===== src/rtl/spi_erase_pkg.sv =====
// Package: shared types and constants for the SPI erase front end.
// Assumes the command is always one opcode byte followed by 24 address bits.
package spi_erase_pkg;

    // Granule code sent to the back end with each erase request.
    typedef enum logic [1:0] {
        GRAN_4K  = 2'b00,
        GRAN_32K = 2'b01,
        GRAN_64K = 2'b10
    } gran_e;

    localparam logic [7:0] OPC_SECTOR = 8'h20;
    localparam logic [7:0] OPC_BLK32  = 8'h52;
    localparam logic [7:0] OPC_BLK64  = 8'hD8;

    localparam int OPC_BITS  = 8;
    localparam int ADDR_BITS = 24;
    localparam int CMD_BITS  = OPC_BITS + ADDR_BITS;

    // Number of low address bits that one granule spans.
    function automatic int unsigned gran_shift(input gran_e g);
        case (g)
            GRAN_4K:  return 12;
            GRAN_32K: return 15;
            default:  return 16;
        endcase
    endfunction

endpackage


===== src/rtl/spi_erase_sync.sv =====
// Module: multi-stage synchroniser for a bundle of asynchronous inputs.
// Assumes the inputs are slow compared with clk, so each bit is sampled on its own.
module spi_erase_sync #(
    parameter int          WIDTH   = 3,
    parameter int          STAGES  = 2,
    parameter logic [WIDTH-1:0] RST_VAL = '0
) (
    input  logic             clk,
    input  logic             rst_n,
    input  logic [WIDTH-1:0] d_async,
    output logic [WIDTH-1:0] q_sync
);

    logic [WIDTH-1:0] chain [STAGES];

    generate
        for (genvar s = 0; s < STAGES; s++) begin : g_stage
            if (s == 0) begin : g_first
                // First stage: capture the raw asynchronous inputs.
                always_ff @(posedge clk) begin
                    if (!rst_n) chain[0] <= RST_VAL;
                    else        chain[0] <= d_async;
                end
            end else begin : g_next
                // Later stages: let any metastability settle.
                always_ff @(posedge clk) begin
                    if (!rst_n) chain[s] <= RST_VAL;
                    else        chain[s] <= chain[s-1];
                end
            end
        end
    endgenerate

    assign q_sync = chain[STAGES-1];

endmodule


===== src/rtl/spi_erase_shifter.sv =====
// Module: command shifter and bit counter.
// Shifts in one bit per rising serial-clock edge while select is active.
// The counter saturates one past the command length, so any longer
// transfer is still seen as the wrong length. Assumes the edge strobe
// comes from synchronised signals.
module spi_erase_shifter #(
    parameter int CMD_BITS = 32,
    localparam int CNT_W   = $clog2(CMD_BITS + 2)
) (
    input  logic                clk,
    input  logic                rst_n,
    input  logic                sel_active,
    input  logic                bit_strobe,
    input  logic                bit_in,
    output logic [CNT_W-1:0]    bit_cnt,
    output logic [CMD_BITS-1:0] cmd_word
);

    localparam logic [CNT_W-1:0] CNT_SAT = CNT_W'(CMD_BITS + 1);

    // Bit counter: cleared while deselected, saturating while selected.
    always_ff @(posedge clk) begin
        if (!rst_n)                           bit_cnt <= '0;
        else if (!sel_active)                 bit_cnt <= '0;
        else if (bit_strobe && bit_cnt != CNT_SAT) bit_cnt <= bit_cnt + 1'b1;
    end

    // Shift register: MSB-first, newest bit enters at position 0.
    always_ff @(posedge clk) begin
        if (!rst_n)                       cmd_word <= '0;
        else if (sel_active && bit_strobe) cmd_word <= {cmd_word[CMD_BITS-2:0], bit_in};
    end

endmodule


===== src/rtl/spi_erase_ctrl.sv =====
// Module: erase decision, write-enable latch and request register.
// At the end of a command it checks the length, the opcode, the busy
// state, the latch and region protection, then issues a request.
// Assumes MEM_AW >= 17 so that at least two 64 KB regions exist.
module spi_erase_ctrl
    import spi_erase_pkg::*;
#(
    parameter int MEM_AW = 18,
    localparam int NUM_RGN = 1 << (MEM_AW - 16),
    localparam int RGN_W   = MEM_AW - 16,
    localparam int CNT_W   = $clog2(CMD_BITS + 2)
) (
    input  logic                clk,
    input  logic                rst_n,
    input  logic                sel_end,
    input  logic [CNT_W-1:0]    bit_cnt,
    input  logic [CMD_BITS-1:0] cmd_word,
    input  logic                busy,
    input  logic                wren_set,
    input  logic [NUM_RGN-1:0]  prot_map,
    output logic                start,
    output gran_e               start_gran,
    output logic                erase_req,
    output logic [MEM_AW-1:0]   erase_base,
    output logic [1:0]          erase_size,
    output logic                wel
);

    logic [7:0]          opcode;
    logic [MEM_AW-1:0]   addr_lo;
    logic                opc_valid;
    gran_e               gran_c;
    logic [MEM_AW-1:0]   low_mask;
    logic [MEM_AW-1:0]   base_c;
    logic [RGN_W-1:0]    rgn_idx;
    logic                len_ok;
    logic                examined;
    logic                prot_hit;

    assign opcode  = cmd_word[CMD_BITS-1 -: OPC_BITS];
    assign addr_lo = cmd_word[MEM_AW-1:0];

    // Opcode decode: valid flag and granule selection.
    always_comb begin
        opc_valid = 1'b1;
        gran_c    = GRAN_4K;
        case (opcode)
            OPC_SECTOR: gran_c = GRAN_4K;
            OPC_BLK32:  gran_c = GRAN_32K;
            OPC_BLK64:  gran_c = GRAN_64K;
            default:    opc_valid = 1'b0;
        endcase
    end

    // Granule alignment: clear the address bits inside the granule.
    always_comb begin
        low_mask = (MEM_AW'(1) << gran_shift(gran_c)) - MEM_AW'(1);
        base_c   = addr_lo & ~low_mask;
        rgn_idx  = base_c[MEM_AW-1:16];
        prot_hit = prot_map[rgn_idx];
    end

    assign len_ok     = (bit_cnt == CNT_W'(CMD_BITS));
    assign examined   = sel_end && len_ok && opc_valid && !busy;
    assign start      = examined && wel && !prot_hit;
    assign start_gran = gran_c;

    // Write-enable latch: cleared by an examined erase, set by the core.
    always_ff @(posedge clk) begin
        if (!rst_n)        wel <= 1'b0;
        else if (examined) wel <= 1'b0;
        else if (wren_set) wel <= 1'b1;
    end

    // Request register: one-cycle pulse with the address and size held.
    always_ff @(posedge clk) begin
        if (!rst_n) begin
            erase_req  <= 1'b0;
            erase_base <= '0;
            erase_size <= GRAN_4K;
        end else begin
            erase_req <= start;
            if (start) begin
                erase_base <= base_c;
                erase_size <= gran_c;
            end
        end
    end

endmodule


===== src/rtl/spi_erase_timer.sv =====
// Module: self-timed busy counter.
// Loads a sector or block duration on start and counts down to zero.
// Assumes start never comes while busy; the controller blocks that case.
module spi_erase_timer
    import spi_erase_pkg::*;
#(
    parameter int SECTOR_CYC = 1000,
    parameter int BLOCK_CYC  = 4000,
    localparam int MAX_CYC   = (SECTOR_CYC > BLOCK_CYC) ? SECTOR_CYC : BLOCK_CYC,
    localparam int TW        = $clog2(MAX_CYC + 1)
) (
    input  logic  clk,
    input  logic  rst_n,
    input  logic  start,
    input  gran_e gran,
    output logic  busy
);

    logic [TW-1:0] remain;

    // Down-counter: busy lasts exactly the loaded number of cycles.
    always_ff @(posedge clk) begin
        if (!rst_n)              remain <= '0;
        else if (start)          remain <= (gran == GRAN_4K) ? TW'(SECTOR_CYC) : TW'(BLOCK_CYC);
        else if (remain != '0)   remain <= remain - 1'b1;
    end

    assign busy = (remain != '0);

endmodule


===== src/rtl/spi_erase_front.sv =====
// Module: top of the SPI flash erase front end.
// Synchronises the serial lines into clk, finds the clock and select
// edges, and ties together the shifter, the decision logic and the
// busy timer. Assumes clk runs well above twice the serial clock rate.
// The serial data output is never driven.
module spi_erase_front
    import spi_erase_pkg::*;
#(
    parameter int MEM_AW      = 18,
    parameter int SECTOR_CYC  = 1000,
    parameter int BLOCK_CYC   = 4000,
    parameter int SYNC_STAGES = 2,
    localparam int NUM_RGN    = 1 << (MEM_AW - 16),
    localparam int CNT_W      = $clog2(CMD_BITS + 2)
) (
    input  logic               clk,
    input  logic               rst_n,
    input  logic               spi_csn,
    input  logic               spi_sck,
    input  logic               spi_mosi,
    input  logic               wren_set,
    input  logic [NUM_RGN-1:0] prot_map,
    output logic               erase_req,
    output logic [MEM_AW-1:0]  erase_base,
    output logic [1:0]         erase_size,
    output logic               busy,
    output logic               wel
);

    logic [2:0]          raw_in;
    logic [2:0]          syn_in;
    logic                csn_s, sck_s, mosi_s;
    logic                csn_d, sck_d;
    logic                sck_rise, sel_end;
    logic [CNT_W-1:0]    bit_cnt;
    logic [CMD_BITS-1:0] cmd_word;
    logic                start;
    gran_e               start_gran;

    assign raw_in = {spi_csn, spi_sck, spi_mosi};

    spi_erase_sync #(
        .WIDTH   (3),
        .STAGES  (SYNC_STAGES),
        .RST_VAL (3'b100)
    ) u_sync (
        .clk     (clk),
        .rst_n   (rst_n),
        .d_async (raw_in),
        .q_sync  (syn_in)
    );

    assign {csn_s, sck_s, mosi_s} = syn_in;

    // Edge history: previous synchronised clock and select levels.
    always_ff @(posedge clk) begin
        if (!rst_n) begin
            csn_d <= 1'b1;
            sck_d <= 1'b0;
        end else begin
            csn_d <= csn_s;
            sck_d <= sck_s;
        end
    end

    assign sck_rise = sck_s && !sck_d && !csn_s;
    assign sel_end  = csn_s && !csn_d;

    spi_erase_shifter #(
        .CMD_BITS (CMD_BITS)
    ) u_shift (
        .clk        (clk),
        .rst_n      (rst_n),
        .sel_active (!csn_s),
        .bit_strobe (sck_rise),
        .bit_in     (mosi_s),
        .bit_cnt    (bit_cnt),
        .cmd_word   (cmd_word)
    );

    spi_erase_ctrl #(
        .MEM_AW (MEM_AW)
    ) u_ctrl (
        .clk        (clk),
        .rst_n      (rst_n),
        .sel_end    (sel_end),
        .bit_cnt    (bit_cnt),
        .cmd_word   (cmd_word),
        .busy       (busy),
        .wren_set   (wren_set),
        .prot_map   (prot_map),
        .start      (start),
        .start_gran (start_gran),
        .erase_req  (erase_req),
        .erase_base (erase_base),
        .erase_size (erase_size),
        .wel        (wel)
    );

    spi_erase_timer #(
        .SECTOR_CYC (SECTOR_CYC),
        .BLOCK_CYC  (BLOCK_CYC)
    ) u_timer (
        .clk   (clk),
        .rst_n (rst_n),
        .start (start),
        .gran  (start_gran),
        .busy  (busy)
    );

endmodule


===== config.mk =====
export PLATFORM = sky130hd
export DESIGN_NAME = spi_erase_front
export DESIGN_NICKNAME = d
export VERILOG_FILES = /design/src/rtl/spi_erase_pkg.sv /design/src/rtl/spi_erase_sync.sv /design/src/rtl/spi_erase_shifter.sv /design/src/rtl/spi_erase_ctrl.sv /design/src/rtl/spi_erase_timer.sv /design/src/rtl/spi_erase_front.sv
export SDC_FILE = /design/constraint.sdc
export NUM_CORES = 1
export LEC_CHECK = 0
export BUFFER_PORTS_ARGS = -buffer_cell sky130_fd_sc_hd__buf_4
export CORE_ASPECT_RATIO = 0.75
export CORE_MARGIN = 10
export CORE_UTILIZATION = 60
export DETAILED_ROUTE_END_ITERATION = 10
export PLACE_DENSITY = 0.81
export SLEW_MARGIN = 10
export SYNTH_ARGS = -nofsm -noshare
export SYNTH_HDL_FRONTEND = slang
export SYNTH_SLANG_ARGS = --single-unit

===== constraint.sdc =====
create_clock -name clk -period 5.03 [get_ports clk]
set_clock_uncertainty 0.2 [all_clocks]
set_input_delay 0.7545 -clock clk [delete_from_list [all_inputs] [get_ports clk]]
set_output_delay 0.7545 -clock clk [all_outputs]
set_load 0.05 [all_outputs]

==> metrics, run 1 <==
CP Launch Type register; Distinct cells, synth 45; RSZ-0062 raised after global routing no; core region area 0.005010 sq mm; top cells by area, synth dfxtp_1 (51%), nand2_1 (9.4%), a21boi_0 (7.8%), and2_1 (4.0%), nor2_1 (2.1%); met2 wire len 2836 microns; DRC Markers 0; post-cts resize count 0; Mapped Area 0.003163 sq mm; vias after detailed routing 2,357; number of synthesized flops with an enable pin 0; Die H 82.88 microns; Final Max Tran Viols 0; Largest stage delay, worst path 0.57 ns; DR pass1 iterations 4; number of I/O port buffers 32; Slew HR a little over a quarter; reg2reg setup slack 2.53 ns; arrival time worst endpoint roughly 2.1 ns; n_diodes 0; leading area contributor after synthesis dfxtp_1; most frequent cells in the layout dfxtp_1 (80), nand2_1 (79), a21boi_0 (33), buf_4 (33), and2_1 (20); Total Routing Usage GR roughly 14%; Initial Utilization 63.14%; Max Used Layer met4; status complete, no violations; Final setup viols 0; share of cells above drive strength 1 between 10 and 15%; final-layout fill cell count about 400; cell count after placement 434; clk_lat worst skew 0.34 ns; CTS clk-pin slew, worst paths about 0.08 ns; initial drt markers 103; GRT Residual Overflow 0; post-route ant nets 0; Async SR Flop Fraction 0%; register area share after synthesis between 50% and 60%; global-route wire length before repair 10,290 microns; Static Leak 1.384 nW; Post-synth top flop dfxtp_1; final instance area 0.003649 sq mm; fin util 72.83%; Nets 388; setup bufs post-CTS 0; syn avg cell area around 9.1 sq um; sum of negative setup slack 0 ns; Syn Nets 362; H-tree Lvls 3; CTS tree done; clock sinks 80; worst path required time 4.08 ns; worst path bufs/invs 2; synth-to-layout area growth 15.35%; most common cell after layout, fill and taps aside dfxtp_1; # hold bufs at CTS 0; clk root buf clkbuf_8; final WL 6021 microns; Crit Path Max Fanout 15; area of the multi-input gates 0.001459 sq mm; row cnt 22; power per cell area approximately 430 mW/mm^2; FF/Latch Area 0.001602 sq mm; #FFs+latches synth 80; slowest CP cell nor4_1; DIE WIDTH between 100 and 150 microns; met3 wire len 210 microns; Min-Delay Path Class register to register; Worst-Margin Slew roughly 1.1 ns; Worst VDD drop roughly 0.26 mV; Die ar. about 0.0086 sq mm; clk buf depth 2; min Tclk post-route between 3 and 4 ns; share of the synthesized area in the top cell type 50.63%; Hold Vio Cnt, Final 0; initial antenna violation count 0; max-cap viol count 0; crit-path cells nor4_1 -> and4bb_2 -> inv_1 -> buf_4; Yosys warning count 0; dpl cell area ~0.0034 sq mm; DR WL/cell between 10 and 15 microns; Ports 33; routability cong. 0.7803; fin cells 449; Synth Instances between 300 and 400; number of global-route vias before repair 2,191; pin count of the biggest net entering global routing about 70; critical path capture point type primary output; f_max 322.6 MHz; CP Class register to primary output; kind of cell adding the most delay to the critical path simple AND/OR/NAND/NOR gates; via/cell ratio 5.249; fin crit share 61.62%; metal1 wirelength 2927 microns; TritonCTS buffer count 9; HPWL after DPL 3966 microns
[cells in the mapped netlist (2+ instances only)]
cell       n
a21boi_0  33
a21oi_1    4
and2_1    20
buf_2      2
clkbuf_1  15
dfxtp_1   80
ha_1       5
inv_1      8
mux2i_1    2
nand2_1   79
nand2b_1   3
nand3_1    9
nand3b_1   5
nand4_1    3
nor2_1    18
nor2b_1    3
nor3_1     4
nor3b_1    2
nor4_1     3
o21a_1     5
o21ai_0   12
or4_1      3
xnor2_1    2
xor2_1     6
[layer usage]
layer	track usage (%)	up-vias
met1	17.61	1113
li1	-	1211
met4	3.004	0
met5	0	-
met2	22.32	28
met3	5.710	5
[where the power goes]
part	leakage (nW)	switching (W)	internal, W	total, W
sequential	0.648	0.0000450	0.000677	0.000722
combinational	0.623	0.000187	0.000145	0.000332
clock	0.112	0.000214	0.000303	0.000517
total	1.38	0.000446	0.00113	0.00157
[flip-flops by register name, summed over array words and instances, names as in the netlist]
| register | count |
|---|---|
| u_ctrl.wel | 1 |
| csn_d | 1 |
| u_shift.cmd_word | 32 |
| u_sync.chain | 6 |
| u_ctrl.erase_size | 2 |
| u_timer.remain | 12 |
| sck_d | 1 |
| u_ctrl.erase_base | 18 |
| u_shift.bit_cnt | 6 |
| u_ctrl.erase_req | 1 |
[path summary, 6_finish.rpt]
check                                         from                   end  depth (start not counted)
worst max-delay path             u_timer.remain[3]                  busy                          4
worst min-delay path            u_sync.chain[0][2]    u_sync.chain[1][2]                          1
worst max register to register   u_timer.remain[3]  u_ctrl.erase_base[2]                          5
worst min register to register  u_sync.chain[0][2]    u_sync.chain[1][2]                          1
[layout make-up]
cell class	instances	area share, %
well taps	72	2.469
inverters	8	0.8230
flip-flops and latches	80	43.90
clock buffers	12	4.252
multi-input cells	241	39.99
repair buffers	33	6.790
clock inverters	3	1.783
[metrics by stage]
| stage | hold WS (ns) | total power [W] | worst slack (ns) |
|---|---|---|---|
| final | 0.2143 | 0.001572 | 1.931 |
| after floorplan | 0.1863 | 0.0009932 | 2.403 |
| after global routing | 0.2331 | 0.001653 | 1.806 |
| after CTS | 0.2176 | 0.001579 | 1.926 |
| after global placement | 0.1974 | 0.001048 | 2.280 |
| after detailed placement | 0.1995 | 0.001060 | 2.230 |
[cells by family (layout without fill, tap and decap cells)]
| family | count (synthesis) | in the layout | share of synthesized area, % |
|---|---|---|---|
| adders and majority gates | 5 | 5 | 1.978 |
| and+or+nand+nor | 160 | 160 | 25.00 |
| buffers and inverters | 26 | 56 | 3.402 |
| xor gates and xnor gates | 8 | 8 | 2.215 |
| DFF | 80 | 80 | 50.63 |
| AOI/OAI and AO/OA | 64 | 64 | 15.07 |
| muxes | 4 | 4 | 1.701 |
(Power assumes the default switching activity.)
==> inputs of run 2 (changes only) <==
Settings changed: CORE_UTILIZATION 60 to 57, PLACE_DENSITY 0.81 to 0.78.
Clock period 5.03 ns to 2.9 ns, I/O delays scaled along.
==> run 2 against run 1 <==
Effect of this change: count of clock-buffer cells in the layout shrank 1; sequential power grew 73%; non-clock buffer count grew 3; cell count grew 1.3%; critical endpoint unchanged.
==> metrics, run 2 (synthesis gave the netlist of run 1 again) <==
status complete, no violations; Final setup viols 0 (unchanged); Largest Register u_shift.cmd_word; core region area 0.005353 sq mm (+6.8%); overall power 0.002631 W (+67%); DR WL/cell 13.77 microns (+2.7%); GRT Residual Overflow 0 (unchanged); most common cell after layout, fill and taps aside dfxtp_1; Die ar. 0.008959 sq mm (+4.1%); H-tree Lvls 3 (unchanged); row cnt 23 (+4.5%); Static Leak 1.385 nW (about the same); f_max 368.7 MHz; number of I/O port buffers 32 (unchanged); global-route wire length before repair 10,790 microns (+4.9%); Die H 84.51 microns (+2.0%); max-cap viol count 0 (unchanged); number of global-route vias before repair 2,270 (+3.6%); Final Max Tran Viols 0 (unchanged); clk buf depth 2 (unchanged); vias after detailed routing 2,343 (-0.59%); post-route ant nets 0 (unchanged); CTS clk-pin slew, worst paths 0.08 ns (about the same); Ports 33 (unchanged); flip-flop count of the largest register after layout 32 (unchanged); hold path startpoint spi_csn; synth-to-layout area growth 15.23%; area of the multi-input gates 0.001463 sq mm (+0.26%); Nets 391 (+0.77%); Crit Path Max Fanout 15 (unchanged); DRC Markers 0 (unchanged); Total Routing Usage GR 14.62% (+0.53 points); Worst VDD drop 0.3341 mV (+30%); CP Launch Type register; clk root buf clkbuf_8; Hold Vio Cnt, Final 0 (unchanged); min Tclk post-route 2.713 ns; RSZ-0062 raised after global routing no; power per cell area 721.8 mW/mm^2 (+68%); DIE WIDTH 106.0 microns (+2.1%); Initial Utilization 59.09% (-4.0 points); final WL 6264 microns (+4.0%); Largest regs u_shift.cmd_word x32, u_ctrl.erase_base x18, u_timer.remain x12; Worst-Margin Slew 0.5873 ns (-0.4999 ns); CP Class register to primary output; critical path capture point type primary output; sum of negative setup slack 0 ns (unchanged); routability cong. 0.7770 (-0.42%); via/cell ratio 5.149 (-1.9%); TritonCTS buffer count 9 (unchanged); RR Startpoint u_shift.cmd_word[16]; worst path required time 2.27 ns (-1.81 ns); final-layout fill cell count 447 (+13%); # hold bufs at CTS 0 (unchanged); clk_lat worst skew 0.34 ns (about the same); n_diodes 0 (unchanged); clock sinks 80 (unchanged); Setup crit start u_timer.remain[4]; CTS tree done; arrival time worst endpoint 2.08 ns (-0.06 ns); HPWL after DPL 4130 microns (+4.1%); initial drt markers 141 (+37%); DR pass1 iterations 4 (unchanged); initial antenna violation count 0 (unchanged); most frequent cells in the layout dfxtp_1 (80), nand2_1 (79), buf_4 (36); fin crit share 93.54%; Min-Delay Path Class input pin to register; share of cells above drive strength 1 15.53% (+0.67 points); Slew HR 60.76% (+33 points); pin count of the biggest net entering global routing 45 (-37%); FF/Latch Area 0.001602 sq mm (unchanged)
[run 2: path summary, 6_finish.rpt]
kind	endpoint	slack, ns	depth (start not counted)
worst max-delay path	busy	0.19	4
worst min-delay path	u_sync.chain[0][2]	0.07	2
worst max register to register	u_ctrl.erase_base[5]	0.44	5
worst min register to register	u_sync.chain[1][2]	0.23	1
[run 2: repair_timing]
action | in CTS | in global routing
gates resized for setup | 0 | 1
buffers inserted | 0 | 0
endpoints found under the setup margin | 0 | 1
[run 2: worst max-delay path: stages (launching register included)]
cell	delay (ns)
dfxtp_1	0.36
or4_4	0.57
and4bb_4	0.47
inv_1	0.12
buf_4	0.20
[run 2: area by class of cell]
| class | count | share of cell area, % |
|---|---|---|
| clock buffer | 11 | 3.879 |
| clock inverter | 4 | 1.236 |
| inverter | 8 | 0.8239 |
| multi-input combinational | 241 | 40.13 |
| sequential | 80 | 43.94 |
| tap | 75 | 2.575 |
| timing repair buffer | 36 | 7.415 |
[run 2: per-stage QoR]
step	hold WS (ns)	setup WS (ns)	instance area [sq um]	utilization, %	cells
6_report	0.07076	0.1874	3645	68.09	455
5_1_grt	0.05411	0.07101	3645	68.09	455
4_1_cts	0.05776	0.09380	3641	68.02	455
3_5_place_dp	0.2243	0.3622	3455	64.54	440
3_3_place_gp	0.2008	0.4666	3455	64.54	440
2_1_floorplan	0.1863	0.5920	3163	-	347
[run 2: report_power, final]
part	switching (W)	internal, W	total (W)
registers	0.0000782	0.00117	0.00125
clock network	0.000369	0.000412	0.000782
logic	0.000323	0.000273	0.000596
total	0.000770	0.00186	0.00263
[run 2: routing by layer]
metal / wire, microns / global-route usage, %
met1: 2834 / 17.56
met2: 3076 / 23.93
met3: 298 / 5.802
met4: 55 / 3.681
met5: 0 / 0
==> inputs of run 3 (changes only) <==
Settings changed: CORE_MARGIN 10 to 1.5, GPL_TIMING_DRIVEN set to 0.
==> run 3 against run 2 <==
Effect of this change: sequential cell count is the same; core utilization rose by 1.2 points; count of clock-buffer cells in the layout decreased by 1; clock power up 11%; combinational power down 3.5%; critical endpoint unchanged; largest power group unchanged; highest routed layer unchanged.
==> metrics, run 3 (synthesis gave the netlist of run 1 again) <==
status complete, no violations; pre-CTS setup slack 0.4029 ns (+0.04064 ns); clock sinks 80 (unchanged); Crit Path Max Fanout 15 (unchanged); initial drt markers 94 (-33%); Hold Vio Cnt, Final 0 (unchanged); CP Class register to primary output; Final setup viols 0 (unchanged); CTS tree done; DIE WIDTH 89.02 microns (-16%); Final Max Tran Viols 0 (unchanged); Die ar. 0.006009 sq mm (-33%); clk_lat worst skew 0.35 ns (about the same); post-cts resize count 0 (unchanged); critical path capture point type primary output; Worst VDD drop 0.4455 mV (+33%); min Tclk post-route 2.722 ns (+0.008957 ns); Worst-Margin Slew 0.9820 ns (+0.3947 ns); max-cap viol count 0 (unchanged); DRC Markers 0 (unchanged); fin worst setup slack 0.1785 ns (-0.008957 ns); DR WL/cell 12.95 microns (-5.9%); Slew HR 34.39% (-26 points); fin cells 469 (+3.1%); Ports 33 (unchanged); sum of negative setup slack 0 ns (unchanged); CP Launch Type register; area of the multi-input gates 0.001458 sq mm (-0.34%); via/cell ratio 5.183 (+0.66%); Die H 67.51 microns (-20%); Largest regs u_shift.cmd_word x32, u_ctrl.erase_base x18, u_timer.remain x12; pin count of the biggest net entering global routing 14 (-69%); most common cell after layout, fill and taps aside dfxtp_1; cell count after placement 454 (+3.2%); row cnt 23 (unchanged); fin crit share 93.85% (+0.31 points); setup bufs post-CTS 0 (unchanged); arrival time worst endpoint 2.09 ns (about the same); most frequent cells in the layout dfxtp_1 (80), nand2_1 (79), a21boi_0 (33); # hold bufs at CTS 0 (unchanged); worst path required time 2.27 ns (about the same); share of cells above drive strength 1 14.47% (-1.1 points); H-tree Lvls 3 (unchanged); number of I/O port buffers 32 (unchanged); DR pass1 iterations 4 (unchanged); Min-Delay Path Class input pin to register; f_max 367.4 MHz (-0.33%); global-route wire length before repair 10,140 microns (-6.0%); vias after detailed routing 2,431 (+3.8%); initial antenna violation count 0 (unchanged); core region area 0.005353 sq mm (unchanged); post-route ant nets 0 (unchanged); synth-to-layout area growth 17.21%; CTS clk-pin slew, worst paths 0.08 ns (about the same); Largest Register u_shift.cmd_word; FF/Latch Area 0.001602 sq mm (unchanged); Initial Utilization 59.09% (unchanged); final WL 6075 microns (-3.0%); flip-flop count of the largest register after layout 32 (unchanged); HPWL after DPL 4290 microns (+3.9%); number of global-route vias before repair 2,235 (-1.5%); Total Routing Usage GR 22.54% (+7.9 points); final-layout fill cell count 454 (+1.6%); n_diodes 0 (unchanged); RSZ-0062 raised after global routing no; power per cell area 727.8 mW/mm^2 (+0.83%); TritonCTS buffer count 9 (unchanged); Static Leak 1.406 nW (+1.5%); clk buf depth 2 (unchanged); GRT Residual Overflow 0 (unchanged); routability cong. 0.7706 (-0.82%); Nets 404 (+3.3%); clk root buf clkbuf_8
## run 3: critical path, stage by stage, from the launching register on
cell and delay, ns:
dfxtp_1 0.36, or4_4 0.57, and4bb_4 0.48, inv_1 0.12, buf_4 0.20
## run 3: cell type report
type | instances | share of cell area (%)
repair buffers | 32 | 6.480
flip-flops and latches | 80 | 43.20
multi-input cells | 241 | 39.32
inverters | 8 | 0.8100
clock buffers | 10 | 3.442
plain buffers | 17 | 1.957
clock inverters | 6 | 2.261
well taps | 75 | 2.531
## run 3: worst paths after layout
kind | slack [ns] | cells after the start | start | to
max reg2reg | 0.51 | 6 | u_shift.cmd_word[16] | u_ctrl.erase_base[7]
min | 0.07 | 2 | spi_csn | u_sync.chain[0][2]
max | 0.18 | 4 | u_timer.remain[4] | busy
min reg2reg | 0.21 | 1 | u_sync.chain[0][2] | u_sync.chain[1][2]
## run 3: metal layers
metal  track usage, %  vias up  wire, microns
met2            36.17       40           2764
li1                 -     1243              -
met1            29.16     1142           3000
met4            6.923        0             55
met5                0        -              0
met3            7.335        6            255
## run 3: report_power, final
group	switching [W]	internal [W]	total (W)
registers	0.0000798	0.00117	0.00125
logic	0.000315	0.000260	0.000575
clock network	0.000386	0.000482	0.000868
total	0.000781	0.00192	0.00270
## run 3: metrics by stage
step	hold slack (ns)	area (sq um)	power (W)	util, %
after floorplan	0.1863	3163	0.001723	-
after CTS	0.06247	3709	0.002707	69.28
after global routing	0.05919	3707	0.002838	69.26
after detailed placement	0.1969	3497	0.001851	65.33
final	0.06979	3707	0.002698	69.26
after global placement	0.1939	3497	0.001832	65.33
